[src/rtl/busphase_pkg.sv]
package busphase_pkg;

    typedef struct packed {
        logic clk12;
        logic clk6;
        logic e;
        logic q;
        logic ras_n;
        logic cas_n;
        logic amux0;
        logic amux1;
        logic latch;
    } strobes_t;

endpackage

[src/rtl/busphase_stepctr.sv]
module busphase_stepctr #(
    parameter int unsigned STEPS = 24,
    localparam int unsigned W = $clog2(STEPS)
) (
    input  logic         clk_i,
    input  logic         rst_i,
    output logic [W-1:0] step_q_o,
    output logic [W-1:0] step_d_o
);
    localparam logic [W-1:0] LAST = W'(STEPS - 1);

    typedef struct packed {
        logic [W-1:0] step;
    } ctr_t;

    ctr_t ctr_d, ctr_q;

    always_comb begin
        ctr_d = ctr_q;
        if (rst_i || ctr_q.step == LAST) begin
            ctr_d.step = '0;
        end else begin
            ctr_d.step = ctr_q.step + W'(1);
        end
    end

    always_ff @(posedge clk_i) begin
        ctr_q <= ctr_d;
    end

    assign step_q_o = ctr_q.step;
    assign step_d_o = ctr_d.step;

    assert_step_range_R2: assert property (@(posedge clk_i) disable iff (rst_i)
        ctr_q.step <= LAST);

    assert_step_wrap_R2: assert property (@(posedge clk_i) disable iff (rst_i)
        (ctr_q.step == LAST) |=> (ctr_q.step == '0));

endmodule

[src/rtl/busphase_decode.sv]
module busphase_decode
    import busphase_pkg::*;
#(
    parameter int unsigned STEPS_PER_TICK = 2,
    parameter int unsigned TICKS_PER_CPU  = 12,
    localparam int unsigned STEPS = STEPS_PER_TICK * TICKS_PER_CPU,
    localparam int unsigned W     = $clog2(STEPS)
) (
    input  logic [W-1:0] step_i,
    output strobes_t     strb_o
);
    localparam int unsigned HALF_TICKS = TICKS_PER_CPU / 2;
    localparam int unsigned QTR_TICKS  = TICKS_PER_CPU / 4;
    localparam int unsigned ACC_TICKS  = HALF_TICKS;
    localparam int unsigned RAS_LOW    = ACC_TICKS - 2;
    localparam int unsigned CAS_FIRST  = 2;
    localparam int unsigned CAS_LAST   = ACC_TICKS - 2;
    localparam int unsigned MUX0_FIRST = 1;
    localparam int unsigned MUX0_LAST  = ACC_TICKS - 2;
    localparam int unsigned MUX1_FIRST = HALF_TICKS - 1;
    localparam int unsigned LAT_FIRST  = HALF_TICKS + 1;
    localparam int unsigned LAT_LEN    = QTR_TICKS + 1;

    int unsigned tick;
    int unsigned sub;
    int unsigned slot;

    always_comb begin
        tick = 32'(step_i) / STEPS_PER_TICK;
        sub  = 32'(step_i) % STEPS_PER_TICK;
        slot = tick % ACC_TICKS;

        strb_o.clk12 = (sub >= STEPS_PER_TICK / 2);
        strb_o.clk6  = (tick % 2) == 1;
        strb_o.e     = (tick >= HALF_TICKS);
        strb_o.q     = (tick >= QTR_TICKS) && (tick < QTR_TICKS + HALF_TICKS);
        strb_o.ras_n = (slot >= RAS_LOW);
        strb_o.cas_n = !((slot >= CAS_FIRST) && (slot <= CAS_LAST));
        strb_o.amux0 = (slot >= MUX0_FIRST) && (slot <= MUX0_LAST);
        strb_o.amux1 = (tick >= MUX1_FIRST) && (tick < MUX1_FIRST + HALF_TICKS);
        strb_o.latch = (tick >= LAT_FIRST) && (tick < LAT_FIRST + LAT_LEN);
    end

endmodule

[src/rtl/busphase_gen.sv]
module busphase_gen
    import busphase_pkg::*;
#(
    parameter int unsigned STEPS_PER_TICK = 2,
    parameter int unsigned TICKS_PER_CPU  = 12,
    localparam int unsigned STEPS = STEPS_PER_TICK * TICKS_PER_CPU,
    localparam int unsigned W     = $clog2(STEPS)
) (
    input  logic clk_i,
    input  logic rst_i,
    output logic clk12_o,
    output logic clk6_o,
    output logic e_o,
    output logic q_o,
    output logic ras_n_o,
    output logic cas_n_o,
    output logic amux0_o,
    output logic amux1_o,
    output logic latch_o
);
    typedef struct packed {
        strobes_t strb;
        logic     live;
    } state_t;

    logic [W-1:0] step_q;
    logic [W-1:0] step_d;
    strobes_t     dec_strb;
    state_t       state_d, state_q;

    busphase_stepctr #(.STEPS(STEPS)) u_ctr (
        .clk_i    (clk_i),
        .rst_i    (rst_i),
        .step_q_o (step_q),
        .step_d_o (step_d)
    );

    busphase_decode #(
        .STEPS_PER_TICK (STEPS_PER_TICK),
        .TICKS_PER_CPU  (TICKS_PER_CPU)
    ) u_dec (
        .step_i (step_d),
        .strb_o (dec_strb)
    );

    always_comb begin
        state_d      = state_q;
        state_d.strb = dec_strb;
        state_d.live = !rst_i;
    end

    always_ff @(posedge clk_i) begin
        if (rst_i) begin
            state_q.live <= 1'b0;
            state_q.strb <= state_d.strb;
        end else begin
            state_q <= state_d;
        end
    end

    assign clk12_o = state_q.strb.clk12;
    assign clk6_o  = state_q.strb.clk6;
    assign e_o     = state_q.strb.e;
    assign q_o     = state_q.strb.q;
    assign ras_n_o = state_q.strb.ras_n;
    assign cas_n_o = state_q.strb.cas_n;
    assign amux0_o = state_q.strb.amux0;
    assign amux1_o = state_q.strb.amux1;
    assign latch_o = state_q.strb.latch;

    assert_clk12_toggles_R3: assert property (@(posedge clk_i) disable iff (rst_i)
        state_q.live |-> (clk12_o != $past(clk12_o)));

    assert_step_tracks_E_R2: assert property (@(posedge clk_i) disable iff (rst_i)
        state_q.live |-> (e_o == (step_q >= W'(STEPS / 2))));

    assert_q_rises_in_e_low_R4: assert property (@(posedge clk_i) disable iff (rst_i)
        (state_q.live && $rose(q_o)) |-> !e_o);

    assert_e_rises_in_q_high_R4: assert property (@(posedge clk_i) disable iff (rst_i)
        (state_q.live && $rose(e_o)) |-> q_o);

    assert_cas_inside_ras_R6: assert property (@(posedge clk_i) disable iff (rst_i)
        (state_q.live && $fell(cas_n_o)) |-> !ras_n_o);

    assert_mux1_leads_e_R8: assert property (@(posedge clk_i) disable iff (rst_i)
        (state_q.live && $rose(amux1_o)) |-> ##2 $rose(e_o));

    assert_latch_window_R9: assert property (@(posedge clk_i) disable iff (rst_i)
        latch_o |-> (e_o && amux1_o));

endmodule

[config.mk]
export PLATFORM = sky130hd
export DESIGN_NAME = busphase_gen
export DESIGN_NICKNAME = d
export VERILOG_FILES = /design/src/rtl/busphase_pkg.sv /design/src/rtl/busphase_stepctr.sv /design/src/rtl/busphase_decode.sv /design/src/rtl/busphase_gen.sv
export SDC_FILE = /design/constraint.sdc
export NUM_CORES = 1
export LEC_CHECK = 0
export BUFFER_PORTS_ARGS = -buffer_cell sky130_fd_sc_hd__buf_2
export CAP_MARGIN = 20
export CORE_MARGIN = 5
export CORE_UTILIZATION = 45
export CTS_CLUSTER_SIZE = 28
export DETAILED_ROUTE_END_ITERATION = 6
export PLACE_DENSITY_LB_ADDON = 0.08
export SYNTH_ARGS = -nofsm -noshare
export SYNTH_HDL_FRONTEND = slang
export SYNTH_SLANG_ARGS = --single-unit
export TNS_END_PERCENT = 10
[constraint.sdc]
create_clock -name clk_i -period 7.9 [get_ports clk_i]
set_input_delay 0 -clock clk_i [delete_from_list [all_inputs] [get_ports clk_i]]
set_output_delay 0 -clock clk_i [all_outputs]
set_load 0.02 [all_outputs]
**Yosys cells after proc, flatten, opt, wreduce, memory -nomap -nowiden**

Cells that the tools add are included.

- Output and inout port bits: 9
- Register bits: 14
- Logic and storage cells: 32

- Add/subtract/negate cells: 1
- Div/mod/pow operators: 1
- Reduce and logical (&&, ||, !) cells: 7
- Order comparisons: 11
- Mux-type cells: 1
- Equality and inequality tests: 1

Operators by type and width:

| cell | number |
|---|---|
| >= comparator 32 x 1 -> 1 bit (second input constant) | 1 |
| >= comparator 32 x 2 -> 1 bit (second input constant) | 1 |
| >= comparator 32 x 3 -> 1 bit (second input constant) | 1 |
| less-or-equal comparator 32 x 3 -> 1 bit (second input constant) | 1 |
| remainder unit 4 x 3 -> 32 bit (second input constant) | 1 |
| >= comparator 4 x 3 -> 1 bit (second input constant) | 3 |
| less-than comparator 4 bit (second input constant) | 2 |
| adder 5 x 1 -> 5 bit (second input constant) | 1 |
| == test 5 bit (second input constant) | 1 |
| logical AND 1 bit | 5 |
| 2-to-1 mux 5 bit | 1 |
| >= comparator 4 x 2 -> 1 bit (second input constant) | 1 |
| >= comparator 1 bit (second input constant) | 1 |
| logical NOT 1 bit | 1 |
| logical OR 1 bit | 1 |

**Longest topological paths before layout**

Gate-level depths: netlist of the first run.

- Depth after elaboration: 7
- Mapped depth: 19

**Hierarchy**

A second synthesis of the first run with hierarchy kept.

- Cells, all modules: 74
- Area, all modules: 656.9 um^2

Modules (own cells, without submodules):

| module | area each (um^2) | sequential area each (um^2) | cells each | times used |
|---|---|---|---|---|
| busphase_decode | 289.0 | 0.0 | 45 | 1 |
| busphase_stepctr | 187.7 | 100.1 | 20 | 1 |
| busphase_gen | 180.2 | 180.2 | 9 | 1 |

**Worst setup path before layout of the first run**

No wires, ideal clock.

- Kind: reg-to-reg
- From: register u_ctr.ctr_q, in the netlist u_ctr.step_q_o[0]
- To: register state_q, in the netlist amux0_o
- Arrival time: 3331 ps
- Slack: 4493 ps
- Stages on the path, launching flop included: 18
- Path buffers: 2
- Period minus slack after synthesis: 3407 ps
- Path through: dfxtp_1 -> ha_1 -> buf_4 -> a211o_1 -> mux2i_4 -> ha_1 -> clkbuf_1 -> nand3_1 -> a21oi_1 -> nor2_1 -> o21ai_0 -> ha_1 -> nor2_1 -> o21ai_0 -> a21oi_1 -> o21ai_0 -> o311ai_0 -> a21boi_0

RTL lines:

| item | RTL line | text |
|---|---|---|
| start, declared | busphase_stepctr.sv:16 | `ctr_t ctr_d, ctr_q;` |
| start signal, assigned | busphase_stepctr.sv:28 | `ctr_q <= ctr_d;` |
| end signal, assigned | busphase_gen.sv:57 | `state_q <= state_d;` |
| end, declared | busphase_gen.sv:29 | `state_t state_d, state_q;` |

==> impl_results.md, run 1 <==
* Yosys reg bits at 12
* Primary FF master, synth: dfxtp_1
* First-pass GRT wire length at 3020 um
* Sink Count at 12
* Max cap viols at 0
* Worst setup EP type: flip-flop
* Largest net degree at the start of global routing at 13
* Cell taking the most area after synthesis: dfxtp_1
* Via count at 732
* DR DRC count at 0
* N_diodes at 0
* Yosys top cell area share at 0.294
* Final Setup Violations at 0
* Placed Cells incl. Taps at 122
* Starting Density at 0.473
* DP Wirelength at 1270 um
* Final Hold Vio Count at 0
* FFs w/ async S/R, synth at 0
* Post-synth EDFFs at 0
* Row count at 15
* Synth Net Count at 100
* Mapped Avg Cell Area at 8.98 um^2
* Slowest cell on the critical path: ha_1
* Setup TNS at 0 ps
* Top post-synthesis cells by area: dfxtp_1 (29%), ha_1 (11%), o21ai_0 (3.7%)
* Highest clock rate at 263 MHz
* Routed wire per std cell at 14.1 um
* CP Capture Point: amux0_o
* Worst slew pin tran at 538 ps
* Outcome: finished, final reports clean
* RSZ-0062 raised after global routing: no
* Reg2Reg Launch Point: u_ctr.step_q_o[0]
* Post-Syn Area at 817 um^2
* Synth unique cells at 42
* Nets at 111
* Switch share at 0.269
* Post-CTS sizing at 0
* Clk_lat worst skew at 270 ps
* Total grt overflow at 0
* Pleak at 0.000404 uW
* Internal power at 98.9 uW
* Mapped Cells at 91
* Seq pwr share at 0.480
* Area of the multi-input gates at 534 um^2
* Final GP Congestion at 0.889
* Setup clock skew after layout at 0.254 ps
* CORE AREA at 1730 um^2
* Clock power share at 0.367
* Hold crit path type: input port to flip-flop
* Fin cells at 126
* Switch Pwr at 36.3 uW
* Final hold slack at 210 ps
* Layout Area Growth over Synthesis at 11.0%
* Die Y at 52.6 um
* Slew Viols, Final at 0
* Chip Width at 52.6 um
* Reg2reg end: amux0_o
* Cell depth of the worst flop-to-flop path at 15
* CTS tree: done
* Critical Path AT at 4000 ps
* Tcrit/Tclk final at 0.482
* FF+latch area at 240 um^2
* Hold buffers post-CTS at 0
* Pre-antenna DRT Iters at 4
* Seq/Total Area, Yosys at 0.294
* Post-Route WL at 1770 um
* Post-CTS Setup Bufs at 0
* Crit path kind: flip-flop to flip-flop
* Initial antenna violation count at 0
* YS warnings at 0
* Req. time, crit path at 8090 ps
* Final total power at 135 uW
* Global-route usage over all layers at 0.150
* Post-route ant nets at 0
* Fillers at 170
* Crit path cell chain: ha_1 > a211o_1 > mux2i_4 > ha_1 > nand3_1 > a21oi_1 > nor2_1 > o21ai_0 > ha_1 > nor2_1 > o21ai_0 > a21oi_1 > o21ai_0 > o311ai_0 > a21boi_0
* H-tree depth at 1
* Reg clk slew, reported paths at 80 ps
* Num ports at 11
* Slew Limit Headroom at 0.638
* CTS buffer count at 3
* CP startpoint kind: flip-flop
* PD cells at 149 nW/um^2
* Clk buf depth at 2
* Vias in the first global route at 714
* Via/cell ratio at 5.81
* Root buf cell: clkbuf_4
* IO buf count at 10
* Die footprint at 2770 um^2
* Tmin final at 3810 ps
* Worst R2R Setup Slack at 4090 ps
* Logic pwr share at 0.154
* Max FO, Critical Path at 12
* Crit path from: u_ctr.step_q_o[0]
* DRT iter0 DRCs at 17
* CP max stage delay at 400 ps
* Share of cells above drive strength 1 at 0.238
* VDD IR max at 0.0000573 V
cell families (layout without fill, tap and decap cells):
logic type	Yosys count	after routing	synth area share
flops	12	12	0.294
buf+inv	8	18	0.0521
fa+ha+maj	7	7	0.107
simple gates	30	30	0.211
xor+xnor	1	1	0.0107
mux	1	1	0.0276
compound gates	32	32	0.297
metrics by stage:
step / area, um^2 / setup slack, ps / utilization
after global placement: 871 / 4280 / 0.504
after CTS: 907 / 4160 / 0.525
after global routing: 907 / 3730 / 0.525
after floorplan: 817 / 4490 / -
final: 907 / 4090 / 0.525
after detailed placement: 871 / 4230 / 0.504
area by class of cell:
type                       count  area share
multi-input combinational     71       0.589
sequential                    12       0.265
timing repair buffer          10      0.0552
inverter                       4      0.0166
tap                           25      0.0345
clock buffer                   4      0.0400
how the worst min path moves through the flow:
stage	cells after the start	slack, ps	to	startpoint
2_1_floorplan	2	240	e_o	rst_i
3_3_place_gp	1	420	latch_o	latch_o
3_5_place_dp	1	420	q_o	q_o
4_1_cts	3	190	e_o	rst_i
5_1_grt	3	240	e_o	rst_i
6_report	3	210	e_o	rst_i
cells in the mapped netlist (all sizes together) (2+ instances only):
library cell / count
a311oi: 2
nand2: 6
buf: 3
nor2: 5
dfxtp: 12
nor3: 2
nand2b: 4
nor2b: 2
inv: 4
o21a: 3
ha: 7
o21ai: 7
a21oi: 4
nand3: 5
a21boi: 2
flip-flops by register name, indices dropped and copies added (netlist names):
| signal | cells |
|---|---|
| ras_n_o | 1 |
| cas_n_o | 1 |
| u_ctr.step_q_o | 5 |
| amux0_o | 1 |
| latch_o | 1 |
| amux1_o | 1 |
| e_o | 1 |
| q_o | 1 |
layer usage:
layer | wire [um] | track usage
met1 | 796 | 0.173
met2 | 816 | 0.244
met3 | 120 | 0.0342
met4 | 40 | 0.0979
met5 | 0 | 0
power by group through the flow:
stage | sequential [uW] | combinational, uW | clock (uW)
final | 64.9 | 20.8 | 49.6
after global routing | 65.2 | 22.6 | 54.1
after CTS | 64.9 | 20.6 | 50.2
after detailed placement | 66.3 | 20.5 | 0
after global placement | 66.3 | 20.5 | 0
after floorplan | 68.9 | 13.2 | 0
layout by cell type (no fill, tap or decap), types with 4 or more instances in the layout:
cell type / Yosys / final
o21ai_0: 6 / 6
a21oi_1: 4 / 4
ha_1: 7 / 7
buf_2: 1 / 10
nor2_1: 5 / 5
dfxtp_1: 12 / 12
nand2_1: 6 / 6
nand2b_1: 4 / 4
nand3_1: 5 / 5
critical path: cells and delay by family (launching register included):
kind | cells | cell delay, ps
flip-flops | 1 | 340
adder cells (fa/ha/maj) | 3 | 1000
AO/OA/AOI/OAI | 8 | 1730
AND/OR/NAND/NOR | 3 | 330
multiplexers | 1 | 330
Power figures use the tool's default switching activity.
==> run 2, diff against run 1 <==
Settings changed: ABC_AREA set to 1.
Clock period 7.9 ns to 3.9 ns, I/O delays scaled along.
==> impl_results.md, run 2 <==
* Critical Path AT at 2710 ps (-1290 ps)
* N_diodes at 0 (unchanged)
* Reg clk slew, reported paths at 80 ps (about the same)
* First-pass GRT wire length at 2830 um (-6.2%)
* Worst R2R Setup Slack at 1350 ps (-2740 ps)
* Final GP Congestion at 0.830 (-6.6%)
* FFs w/ async S/R, synth at 0 (unchanged)
* CORE AREA at 1750 um^2 (+1.1%)
* Slowest cell on the critical path: dfxtp_1
* Highest clock rate at 392 MHz (+49%)
* Post-CTS Setup Bufs at 0 (unchanged)
* Worst setup EP type: flip-flop
* RSZ-0062 raised after global routing: no
* Commonest non-fill, non-tap cell in the layout: nand2_1
* Tcrit/Tclk final at 0.654 (+0.172)
* Max FO, Critical Path at 8 (-4)
* Crit path cell chain: ha_1 > nand2_2 > inv_2 > nand2_2 > nand2_2 > nor2_4 > ha_1 > nand3_2 > nand3_1 > nand2_2 > ha_1 > inv_1 > nand3_1 > nand2_1 > nand2_2 > nand2_1 > nor2_1 > nand2_1 > a21oi_1
* Fillers at 185 (+8.8%)
* Max FFs per register at 5 (unchanged)
* CTS buffer count at 3 (unchanged)
* Nets at 140 (+26%)
* Global-route usage over all layers at 0.137 (-0.0124)
* Total grt overflow at 0 (unchanged)
* CP most frequent cell: nand2_2
* Hold buffers post-CTS at 0 (unchanged)
* GRT met3 Usage at 0.0169 (-0.0173)
* YS warnings at 0 (unchanged)
* Post-synth EDFFs at 0 (unchanged)
* Chip Width at 53.2 um (+1.0%)
* Crit path max-delay family: simple AND/OR/NAND/NOR gates
* Via/cell ratio at 4.67 (-20%)
* Post-Route WL at 1520 um (-14%)
* Vias in the first global route at 684 (-4.2%)
* Top post-synthesis cells by area: dfxtp_1 (29%), nand2_1 (12%), ha_1 (10%)
* Final Hold Vio Count at 0 (unchanged)
* Layout Area Growth over Synthesis at 14.0%
* Pre-antenna DRT Iters at 4 (unchanged)
* Sink Count at 12 (unchanged)
* Yosys top cell area share at 0.287 (-0.00746)
* Yosys reg bits at 12 (unchanged)
* Count leader, synth: nand2_1
* Root buf cell: clkbuf_4
* CTS tree: done
* Die footprint at 2830 um^2 (+2.1%)
* Req. time, crit path at 4060 ps (-4030 ps)
* Die Y at 53.2 um (+1.0%)
* Mapped Cells at 116 (+27%)
* Clk_lat worst skew at 270 ps (about the same)
* Final core utilization at 0.548 (+0.0223)
* Busiest grt layer: met2
* Met1 GRT Util at 0.171 (-0.00117)
* Hold crit path type: input port to flip-flop
* DR DRC count at 0 (unchanged)
* Max cap viols at 0 (unchanged)
* Cell taking the most area after synthesis: dfxtp_1
* CP max stage delay at 350 ps (-50 ps)
* Row count at 15 (unchanged)
* Final Setup Violations at 0 (unchanged)
* WP buf/inv at 2 (+2)
* VDD IR max at 0.000125 V (+120%)
* Mapped Avg Cell Area at 7.23 um^2 (-20%)
* DP Wirelength at 1300 um (+2.6%)
* Share of cells above drive strength 1 at 0.323 (+0.0855)
* Via count at 724 (-1.1%)
* Outcome: finished, final reports clean
* Commonest non-fill, non-tap cells in the layout: nand2_1 (27), inv_1 (13), nand2_2 (13)
* Crit path kind: flip-flop to flip-flop
* Primary FF master, synth: dfxtp_1
* Clk buf depth at 2 (unchanged)
* Post-Syn Area at 838 um^2 (+2.6%)
* Post-route ant nets at 0 (unchanged)
* H-tree depth at 1 (unchanged)
* FF+latch area at 240 um^2 (unchanged)
* PD cells at 279 nW/um^2 (+87%)
* Setup TNS at 0 ps (unchanged)
* Commonest cells post-synth: nand2_1 (27), inv_1 (13), nand2_2 (13), dfxtp_1 (12), nor2_1 (11)
* Num ports at 11 (unchanged)
* Pleak at 0.000525 uW (+30%)
* Synth unique cells at 20 (-52%)
* Post-CTS sizing at 0 (unchanged)
* Tmin final at 2550 ps (-1260 ps)
* Setup clock skew after layout at 3.49 ps (+3.24 ps)
* DRT iter0 DRCs at 9 (-8)
* Seq/Total Area, Yosys at 0.287 (-0.00746)
* Initial antenna violation count at 0 (unchanged)
* Slew Viols, Final at 0 (unchanged)
* Synth Net Count at 125 (+25%)
* Slew Limit Headroom at 0.832 (+0.195)
* Starting Density at 0.480 (+0.00710)
* IO buf count at 10 (unchanged)
* CP startpoint kind: flip-flop
* Area of the multi-input gates at 532 um^2 (-0.47%)
* Routed wire per std cell at 9.81 um (-30%)
* Grt met2 use at 0.225 (-0.0186)
* Largest net degree at the start of global routing at 9 (-4)
* Worst slew pin tran at 251 ps (-287 ps)
-- run 2: cell types whose count changed after synthesis, moves of 4 or more --
cell	before	now
nand2b_1	4	0
o21ai_0	6	2
nand3_2	0	4
inv_1	2	13
nand2_1	6	27
nand2_2	0	13
nand3_1	5	10
nor2_1	5	11
-- run 2: routing by layer --
layer / vias to the layer above / wire length [um]
met3: 2 / 62
met5: - / 0
met1: 314 / 754
li1: 399 / -
met2: 9 / 681
met4: 0 / 21
-- run 2: area by class of cell --
type / instances / share of cell area
tap: 25 / 0.0327
clock buffer: 4 / 0.0380
inverter: 17 / 0.0694
timing repair buffer: 10 / 0.0524
multi-input combinational: 87 / 0.556
sequential: 12 / 0.251
-- run 2: path summary, 6_finish.rpt --
| path | from | cells after the start | endpoint |
|---|---|---|---|
| min | rst_i | 4 | u_ctr.step_q_o[0] |
| min reg2reg | u_ctr.step_q_o[0] | 1 | u_ctr.step_q_o[0] |
| max reg2reg | u_ctr.step_q_o[0] | 19 | amux0_o |
| max | u_ctr.step_q_o[0] | 19 | amux0_o |
-- run 2: report_power, final --
part	switching (uW)	total, uW	internal (uW)
Clock	39.6	96.3	56.6
Sequential	3.51	132	129
Combinational	25.8	38.0	12.2
-- run 2: logic make-up after synthesis --
| family | Yosys count | synth area share |
|---|---|---|
| buffers and inverters | 17 | 0.0791 |
| AOI/OAI and AO/OA | 6 | 0.0448 |
| and+or+nand+nor | 74 | 0.485 |
| DFF | 12 | 0.287 |
| adders and majority gates | 7 | 0.104 |
-- run 2: tightest hold or removal path, stage by stage --
cell     delay, ps
buf_2           90
inv_1           80
nand2_2        130
nor2_1          50
-- run 2: stage by stage --
stage	worst slack, ps	hold slack, ps	cells	instance area [um^2]	power [uW]
2_1_floorplan	1490	256	116	838	162
3_3_place_gp	1430	388	151	920	173
3_5_place_dp	1340	392	151	920	173
4_1_cts	1330	105	155	956	269
5_1_grt	1030	121	155	956	284
6_report	1350	115	155	956	266
